<file path="src/rtl/exec_pkg.sv">
package exec_pkg;
  localparam int FUNCT_W = 6;
  localparam int CLASS_W = 2;
  localparam int WB_W    = 2;
  localparam int MEM_W   = 3;
  localparam int EXC_W   = 4;

  typedef enum logic [2:0] {
    ALU_AND = 3'b000,
    ALU_OR  = 3'b001,
    ALU_ADD = 3'b010,
    ALU_BAD = 3'b011,
    ALU_SUB = 3'b110,
    ALU_SLT = 3'b111
  } alu_code_e;

  localparam logic [FUNCT_W-1:0] FN_ADD = 6'b100000;
  localparam logic [FUNCT_W-1:0] FN_SUB = 6'b100010;
  localparam logic [FUNCT_W-1:0] FN_AND = 6'b100100;
  localparam logic [FUNCT_W-1:0] FN_OR  = 6'b100101;
  localparam logic [FUNCT_W-1:0] FN_SLT = 6'b101010;

  typedef struct packed {
    alu_code_e code;
    logic      invalid;
    logic      useImm;
    logic      useRd;
  } ex_strobe_t;
endpackage

</file>
<file path="src/rtl/exec_ctrl.sv">
module exec_ctrl
  import exec_pkg::*;
(
  input  logic [EXC_W-1:0]   exCtl,
  input  logic [FUNCT_W-1:0] funct,
  output ex_strobe_t         strobe
);
  logic [CLASS_W-1:0] opClass;
  assign opClass = exCtl[2:1];

  always_comb begin
    strobe.useImm  = exCtl[0];
    strobe.useRd   = exCtl[3];
    strobe.invalid = 1'b0;
    strobe.code    = ALU_BAD;
    unique case (opClass)
      2'b00: strobe.code = ALU_ADD;
      2'b01: strobe.code = ALU_SUB;
      2'b10: begin
        case (funct)
          FN_ADD:  strobe.code = ALU_ADD;
          FN_SUB:  strobe.code = ALU_SUB;
          FN_AND:  strobe.code = ALU_AND;
          FN_OR:   strobe.code = ALU_OR;
          FN_SLT:  strobe.code = ALU_SLT;
          default: begin
            strobe.code    = ALU_BAD;
            strobe.invalid = 1'b1;
          end
        endcase
      end
      default: begin
        strobe.code    = ALU_BAD;
        strobe.invalid = 1'b1;
      end
    endcase
  end
endmodule

</file>
<file path="src/rtl/exec_datapath.sv">
module exec_datapath
  import exec_pkg::*;
#(
  parameter int DATA_W = 32,
  parameter int REG_W  = 5
) (
  input  logic              clk,
  input  logic              rstN,
  input  ex_strobe_t        strobe,
  input  logic [WB_W-1:0]   wbCtlIn,
  input  logic [MEM_W-1:0]  memCtlIn,
  input  logic [DATA_W-1:0] nextPcIn,
  input  logic [DATA_W-1:0] opA,
  input  logic [DATA_W-1:0] opB,
  input  logic [DATA_W-1:0] immExt,
  input  logic [REG_W-1:0]  rtField,
  input  logic [REG_W-1:0]  rdField,
  output logic [WB_W-1:0]   wbCtlOut,
  output logic [MEM_W-1:0]  memCtlOut,
  output logic [DATA_W-1:0] branchTarget,
  output logic              zeroOut,
  output logic [DATA_W-1:0] aluResult,
  output logic [DATA_W-1:0] storeData,
  output logic [REG_W-1:0]  destReg,
  output logic              invalidOut
);
  logic [DATA_W-1:0] operandB;
  logic [DATA_W-1:0] aluNext;
  logic [DATA_W-1:0] targetNext;
  logic [REG_W-1:0]  destNext;

  assign operandB   = strobe.useImm ? immExt : opB;
  assign targetNext = nextPcIn + immExt;
  assign destNext   = strobe.useRd ? rdField : rtField;

  always_comb begin
    case (strobe.code)
      ALU_ADD: aluNext = opA + operandB;
      ALU_SUB: aluNext = opA - operandB;
      ALU_AND: aluNext = opA & operandB;
      ALU_OR:  aluNext = opA | operandB;
      ALU_SLT: aluNext = {{(DATA_W-1){1'b0}}, ($signed(opA) < $signed(operandB))};
      default: aluNext = '0;
    endcase
  end

  always_ff @(posedge clk or negedge rstN) begin
    if (!rstN) begin
      wbCtlOut     <= '0;
      memCtlOut    <= '0;
      branchTarget <= '0;
      zeroOut      <= 1'b0;
      aluResult    <= '0;
      storeData    <= '0;
      destReg      <= '0;
      invalidOut   <= 1'b0;
    end else begin
      wbCtlOut     <= wbCtlIn;
      memCtlOut    <= memCtlIn;
      branchTarget <= targetNext;
      zeroOut      <= (aluNext == '0);
      aluResult    <= aluNext;
      storeData    <= opB;
      destReg      <= destNext;
      invalidOut   <= strobe.invalid;
    end
  end

  // checker state: primed marks one edge since reset, wasSlt remembers a comparison
  logic primed;
  logic wasSlt;
  always_ff @(posedge clk or negedge rstN) begin
    if (!rstN) begin
      primed <= 1'b0;
      wasSlt <= 1'b0;
    end else begin
      primed <= 1'b1;
      wasSlt <= (strobe.code == ALU_SLT);
    end
  end

  assert_invalid_quiet_R4: assert property (@(posedge clk) disable iff (!rstN)
    invalidOut |-> (aluResult == '0 && zeroOut));

  assert_zero_flag_R7: assert property (@(posedge clk) disable iff (!rstN)
    primed |-> (zeroOut == (aluResult == '0)));

  assert_slt_single_bit_R6: assert property (@(posedge clk) disable iff (!rstN)
    wasSlt |-> (aluResult[DATA_W-1:1] == '0));

  assert_branch_sum_R10: assert property (@(posedge clk) disable iff (!rstN)
    primed |=> (branchTarget == $past(nextPcIn) + $past(immExt)));

  assert_dest_pick_R9: assert property (@(posedge clk) disable iff (!rstN)
    primed |=> (destReg == ($past(strobe.useRd) ? $past(rdField) : $past(rtField))));

  assert_store_pass_R11: assert property (@(posedge clk) disable iff (!rstN)
    primed |=> (storeData == $past(opB)));
endmodule

</file>
<file path="src/rtl/exec_stage.sv">
module exec_stage
  import exec_pkg::*;
#(
  parameter int DATA_W = 32,
  parameter int REG_W  = 5
) (
  input  logic              clk,
  input  logic              rstN,
  input  logic [1:0]        wbCtlIn,
  input  logic [2:0]        memCtlIn,
  input  logic [3:0]        exCtlIn,
  input  logic [DATA_W-1:0] nextPcIn,
  input  logic [DATA_W-1:0] opA,
  input  logic [DATA_W-1:0] opB,
  input  logic [DATA_W-1:0] immExt,
  input  logic [REG_W-1:0]  rtField,
  input  logic [REG_W-1:0]  rdField,
  output logic [2:0]        aluSel,
  output logic [1:0]        wbCtlOut,
  output logic [2:0]        memCtlOut,
  output logic [DATA_W-1:0] branchTarget,
  output logic              zeroOut,
  output logic [DATA_W-1:0] aluResult,
  output logic [DATA_W-1:0] storeData,
  output logic [REG_W-1:0]  destReg,
  output logic              invalidOut
);
  ex_strobe_t strobe;

  exec_ctrl u_ctrl (
    .exCtl  (exCtlIn),
    .funct  (immExt[FUNCT_W-1:0]),
    .strobe (strobe)
  );

  assign aluSel = strobe.code;

  exec_datapath #(.DATA_W(DATA_W), .REG_W(REG_W)) u_dp (
    .clk          (clk),
    .rstN         (rstN),
    .strobe       (strobe),
    .wbCtlIn      (wbCtlIn),
    .memCtlIn     (memCtlIn),
    .nextPcIn     (nextPcIn),
    .opA          (opA),
    .opB          (opB),
    .immExt       (immExt),
    .rtField      (rtField),
    .rdField      (rdField),
    .wbCtlOut     (wbCtlOut),
    .memCtlOut    (memCtlOut),
    .branchTarget (branchTarget),
    .zeroOut      (zeroOut),
    .aluResult    (aluResult),
    .storeData    (storeData),
    .destReg      (destReg),
    .invalidOut   (invalidOut)
  );
endmodule

</file>
<file path="config.mk">
export PLATFORM = sky130hd
export DESIGN_NAME = exec_stage
export DESIGN_NICKNAME = d
export VERILOG_FILES = /design/src/rtl/exec_pkg.sv /design/src/rtl/exec_ctrl.sv /design/src/rtl/exec_datapath.sv /design/src/rtl/exec_stage.sv
export SDC_FILE = /design/constraint.sdc
export NUM_CORES = 1
export LEC_CHECK = 0
export BUFFER_PORTS_ARGS = -buffer_cell sky130_fd_sc_hd__buf_2
export CORE_MARGIN = 2
export CORE_UTILIZATION = 40
export DETAILED_ROUTE_END_ITERATION = 10
export HOLD_SLACK_MARGIN = 0.03
export SYNTH_ARGS = -nofsm -noshare
export SYNTH_HDL_FRONTEND = slang
export SYNTH_SLANG_ARGS = --single-unit
</file>
<file path="constraint.sdc">
create_clock -name clk -period 3.02 [get_ports clk]
set_input_delay 0.453 -clock clk [delete_from_list [all_inputs] [get_ports clk]]
set_output_delay 0.453 -clock clk [all_outputs]
set_load 0.005 [all_outputs]
</file>
==> flow_summary.yaml, run 1 <==
logic_synthesis:
  synth_mux_area_share_pct: 5.656
  synth.cell_area_um2: 10060
  ys_seq_elements: 108
  synthAdderAreaFrac_pct: 16.63
  yosysSeqAreaShare_pct: 26.85
  synth-edff-count: 0
  postSynthCellCount: 1180
  yosys_warnings: 0
  yosys.area_share.simple_pct: 14.52
  synth_cell_type_count: 78
  async_flop_share_pct: 100.0
  synth_xor_xnor_area_share_pct: 2.698
  synth_top_family_by_area: "compound AO/OA/AOI/OAI gates"
  syn-num-nets: 1461
  synth_compound_area_share_pct: 26.62
  ys.flop_type: "dfrtp_1"
  syn_area_per_cell_um2: 8.529
timing:
  rsz0062_at_grt: "true"
  worstMarginPinSlew_ns: 0.6490
  finalHoldViolations: 0
  setup_viol: 14
  min_period_ns: 3.830
  finalCritPeriodShare_pct: 126.8
  fmax_mhz: 261.1
  slew_violations: 0
  slew_headroom_pct: 55.61
  setup_tns_ns: -3.908
  setup_slack_ns: -0.8096
pwr:
  power_w: 0.006336
  ir_worst_vdd_mv: 0.2745
  powerDensity_nw_per_um2: 381.9
  cellLeakagePower_nw: 8.159
critical_path:
  arrival_ns: 4.11
  worstPathCellList: "buf_12, mux2i_4, inv_2, ha_4, inv_2, fa_2, nand2b_4, a211oi_4, o41a_1, a31o_4, buf_6, a21oi_4, a311o_1, a221o_1, o21a_2, nor4b_4, nand4_1, nor4_2"
  path_max_fanout: 7
  worstPathRequired_ns: 3.30
  crit_top_cell: "inv_2"
  criticalPathCategory: "in -> reg"
  critPathBufInv: 4
  cpPeakStageDelay_ns: 0.42
  cpMaxStageDelayCell: "a311o_1"
  crit_path_start_kind: "input pin"
  critPathCaptureType: "flip-flop"
  path_delay_family: "compound AO/OA/AOI/OAI gates"
detailed_routing:
  routedWlPerCell_um: 19.00
  drt_iter0_drc: 975
  routed_wl_mm: 40.94
  drt-pass1-iter-count: 6
  ant_nets: 0
  drc: 0
  vias: 11790
  via_per_inst: 5.474
clocking:
  cts_buffers: 9
  h-tree-depth: 3
  clk_pin_slew_ns: 0.09
  ctsHoldBuffers: 0
  cts_tree: "done"
  clockBufferDepth: 2
  cts_num_sinks: 108
  root_buffer: "clkbuf_16"
global_routing:
  grt_pass1_wl_mm: 60.11
  grt_pass1_vias: 11310
  grt_overflow_total: 0
  grtUsageTotal_pct: 28.97
  antenna_found_initial: 4
  grt_max_degree: 50
layout:
  multiInputGateArea_um2: 8031
  finalNetCount: 2096
  fillers: 2081
  layout_commonest_cell: "buf_4"
  final_cell_mix: "389 x buf_4, 256 x buf_2, 113 x inv_1, 108 x dfrtp_1, 100 x ha_1"
  syn_to_final_growth_pct: 64.86
  seq_area_um2: 2703
  design_area_um2: 16590
  layout-drive-gt1-share_pct: 49.45
  fin_util_pct: 66.46
floorplanning:
  die-area_um2: 26450
  core_area_um2: 24960
  die_h_um: 162.6
  ioPinCount: 260
  die_w_um: 162.6
  initial_core_util_pct: 40.32
  rows: 58
placement:
  placed_area_um2: 14470
  dp_hpwl_mm: 31.68
  port_buffers: 259
  gp_congestion: 0.9700
outcome:
  violations: "setup timing"
  outcome: "finished with violations"
hold_path:
  hold_class: "in -> async"
job:
  maxCapViolCount: 0
[flip-flops by register name, summed over array words and instances, names as in the netlist]
register           count
u_dp.invalidOut        1
u_dp.branchTarget     32
u_dp.destReg           5
u_dp.storeData        32
u_dp.zeroOut           1
u_dp.wbCtlOut          2
u_dp.memCtlOut         3
u_dp.aluResult        32
[report_power, final]
group          switching, W  internal [W]
logic               0.00173       0.00169
clock network      0.000638      0.000583
registers         0.0000488       0.00164
[final cells by class]
class,instances,share of cell area [%]
repair buffers,678,28.23
inverters,123,2.783
clock inverters,7,0.3921
multi-input cells,895,48.40
clock buffers,9,1.357
well taps,330,2.488
diodes,4,0.06033
flip-flops and latches,108,16.29
[cell families after synthesis]
family	Yosys count
AOI/OAI and AO/OA	380
xor gates and xnor gates	31
adders and majority gates	132
buffers and inverters	177
DFF	108
muxes	56
and+or+nand+nor	296
[worst max-delay path by stage]
stage | start | to | slack, ns | depth (start not counted)
after floorplan | immExt[0] | u_dp.zeroOut | -1.12 | 21
after global placement | exCtlIn[0] | u_dp.zeroOut | -1.51 | 17
after detailed placement | exCtlIn[0] | u_dp.zeroOut | -1.56 | 17
after CTS | exCtlIn[0] | u_dp.zeroOut | -0.69 | 19
after global routing | exCtlIn[0] | u_dp.zeroOut | -0.90 | 18
final | exCtlIn[0] | u_dp.zeroOut | -0.81 | 18
[metrics by stage]
| stage | std cells | hold WS, ns | setup slack [ns] |
|---|---|---|---|
| floorplan | 1180 | 0.1574 | -1.119 |
| global placement | 2092 | 0.4431 | -1.515 |
| detailed placement | 2092 | 0.4504 | -1.562 |
| CTS | 2123 | 0.05645 | -0.6948 |
| global route | 2153 | 0.07557 | -0.9022 |
| finish | 2154 | 0.04218 | -0.8096 |
[metal layers]
layer  global-route usage, %  routed length [um]
met3                   4.380                2831
met2                   48.78               19380
met4                   9.453                1161
met5                       0                  16
met1                   38.19               17540
[cell usage after synthesis, types with 18 or more instances]
| master | instances | area, um2 |
|---|---|---|
| a211oi_1 | 18 | 135.1 |
| a21o_1 | 34 | 255.2 |
| a21oi_1 | 90 | 450.4 |
| clkbuf_1 | 30 | 112.6 |
| dfrtp_1 | 108 | 2703 |
| ha_1 | 129 | 1614 |
| inv_1 | 120 | 450.4 |
| mux2i_1 | 49 | 490.5 |
| nand2_1 | 64 | 240.2 |
| nand3_1 | 21 | 105.1 |
| nor2_1 | 87 | 326.6 |
| nor2b_1 | 18 | 112.6 |
| nor3_1 | 31 | 155.2 |
| o21a_1 | 19 | 142.6 |
| o21ai_0 | 43 | 215.2 |
| xnor2_1 | 24 | 210.2 |
[timing repair]
| item | in CTS | in global routing |
|---|---|---|
| buffers inserted | 14 | 27 |
| pin swaps | 37 | 60 |
| gates resized for setup | 149 | 124 |
| cloned | 1 | 3 |
| endpoints found under the setup margin | 22 | 30 |
(Power assumes the default switching activity.)
==> inputs of run 2 (changes only) <==
--- a/config.mk
+++ b/config.mk
@@ -5,11 +5,12 @@
 export SDC_FILE = /design/constraint.sdc
 export NUM_CORES = 1
 export LEC_CHECK = 0
-export BUFFER_PORTS_ARGS = -buffer_cell sky130_fd_sc_hd__buf_2
 export CORE_MARGIN = 2
 export CORE_UTILIZATION = 40
 export DETAILED_ROUTE_END_ITERATION = 10
+export DONT_BUFFER_PORTS = 1
 export HOLD_SLACK_MARGIN = 0.03
+export SLEW_MARGIN = 15
 export SYNTH_ARGS = -nofsm -noshare
 export SYNTH_HDL_FRONTEND = slang
 export SYNTH_SLANG_ARGS = --single-unit
==> run 2 against run 1 <==
  * Critical path depth down 1
  * Via count down 13%
  * Sequential cell count is the same
  * Critical path type unchanged
  * The flow still finishes with violations (setup timing)
==> flow_summary.yaml, run 2 (synthesis gave the netlist of run 1 again) <==
clocking:
  clockBufferDepth: 2
  cts_tree: "done"
  cts_buffers: 9
  root_buffer: "clkbuf_16"
  h-tree-depth: 3
  clk_pin_slew_ns: 0.10
  cts_num_sinks: 108
detailed_routing:
  routed_wl_mm: 37.39
  drt_iter0_drc: 965
  routedWlPerCell_um: 21.05
  vias: 10200
  via_per_inst: 5.745
  drc: 0
  ant_nets: 0
  drt-pass1-iter-count: 5
layout:
  top_regs: "u_dp.aluResult: 32 flops, u_dp.branchTarget: 32 flops, u_dp.storeData: 32 flops"
  final_cell_mix: "294 x buf_4, 119 x ha_1, 117 x inv_1, 108 x dfrtp_1, 85 x a21oi_1"
  syn_to_final_growth_pct: 32.60
  finalNetCount: 1722
  design_area_um2: 13350
  diodes: 0
  layout_commonest_cell: "buf_4"
  layout-drive-gt1-share_pct: 29.05
outcome:
  violations: "setup timing"
  outcome: "finished with violations"
global_routing:
  grt_max_degree: 109
  antenna_found_initial: 0
  grt_overflow_total: 0
  grtUsageTotal_pct: 27.01
  grt_pass1_vias: 9785
  grt_pass1_wl_mm: 55.52
placement:
  placed_area_um2: 12530
  port_buffers: 0
  gp_congestion: 0.9404
  dp_hpwl_mm: 29.90
timing:
  finalHoldViolations: 0
  slew_headroom_pct: 56.11
  setup_tns_ns: -1.244
  worstMarginPinSlew_ns: 0.6567
  setup_viol: 8
  slew_violations: 0
  setup_slack_ns: -0.5474
  rsz0062_at_grt: "true"
  finalCritPeriodShare_pct: 118.1
  min_period_ns: 3.567
  fmax_mhz: 280.3
critical_path:
  cpMaxStageDelayCell: "or4_4"
  critPathCaptureType: "flip-flop"
  worstPathCellList: "mux2i_4, inv_2, ha_4, inv_4, fa_2, nand2b_4, a211oi_4, o41a_1, a31o_2, buf_6, o221a_2, o22ai_1, or4_4, nor4_4, nor4b_4, nand4_1, nor4_2"
  criticalPathCategory: "in -> reg"
  cpPeakStageDelay_ns: 0.51
  arrival_ns: 3.85
  crit_path_start_kind: "input pin"
  path_max_fanout: 32
  worstPathRequired_ns: 3.31
floorplanning:
  ioPinCount: 260
  die_h_um: 162.6
  core_area_um2: 24960
  initial_core_util_pct: 40.32
  die-area_um2: 26450
  die_w_um: 162.6
  rows: 58
pwr:
  power_w: 0.005539
  pwr-share-clk_pct: 22.2
  powerDensity_nw_per_um2: 415.1
  power_switching_w: 0.002084
  p_comb_share_pct: 45.9
  cellLeakagePower_nw: 6.407
  switching_share_pct: 37.63
  ir_worst_vdd_mv: 0.3382
  pwr-share-seq_pct: 31.9
  internal_power_w: 0.003455
hold_path:
  hold_class: "in -> reg"
job:
  maxCapViolCount: 0
-- run 2: power groups by stage --
stage                     combinational (W)  sequential (W)  clock, W
after floorplan                     0.00131         0.00175         0
after global placement              0.00229         0.00179         0
after detailed placement            0.00230         0.00180         0
after CTS                           0.00240         0.00177   0.00125
after global routing                0.00274         0.00179   0.00131
final                               0.00254         0.00177   0.00123
-- run 2: worst max-delay path: cells and delay by family --
family	cells	cell delay (ns)
multiplexers	1	0.20
AO/OA/AOI/OAI	5	0.99
buffers and inverters	3	0.23
AND/OR/NAND/NOR	6	1.42
adder cells (fa/ha/maj)	2	0.50
-- run 2: timing repair --
action,4_1_cts,5_1_grt
hold buffers,1,1
hold endpoints to repair,108,7
setup endpoints to repair,11,18
gates resized for setup,23,59
setup buffers,1,9
pin swaps,5,11
-- run 2: layout make-up --
class | count | area (um2)
Fill cell | 2347 | 11620
Multi-Input combinational cell | 895 | 7112
Sequential cell | 108 | 2703
Timing Repair Buffer | 304 | 2344
Inverter | 123 | 466.7
Tap cell | 330 | 412.9
Clock buffer | 9 | 225.2
Clock inverter | 7 | 82.58
-- run 2: stage by stage --
step | setup WS (ns) | util (%) | hold WS (ns) | instances
after global routing | -0.6723 | 53.46 | 0.08859 | 1776
after floorplan | -1.119 | - | 0.1574 | 1180
after detailed placement | -1.199 | 50.18 | 0.1588 | 1749
after CTS | -0.4871 | 52.02 | 0.05375 | 1767
final | -0.5474 | 53.46 | 0.09908 | 1776
after global placement | -1.055 | 50.18 | 0.1590 | 1749
-- run 2: final timing paths --
kind | endpoint | slack [ns] | startpoint | depth (start not counted)
worst max-delay path | u_dp.zeroOut | -0.55 | exCtlIn[0] | 17
worst min-delay path | u_dp.storeData[30] | 0.1 | opB[30] | 0
max in group asynchronous | u_dp.aluResult[20] | 1.84 | rstN | 2
min in group asynchronous | u_dp.aluResult[10] | 0.66 | rstN | 2
-- run 2: per-layer routing --
| layer | up-vias | GRT usage (%) | share of wire, % |
|---|---|---|---|
| li1 | 4820 | - | - |
| met1 | 4876 | 36.51 | 43 |
| met2 | 453 | 44.53 | 46 |
| met3 | 54 | 5.373 | 8.3 |
| met4 | 0 | 6.275 | 2.0 |
| met5 | - | 0 | 0 |
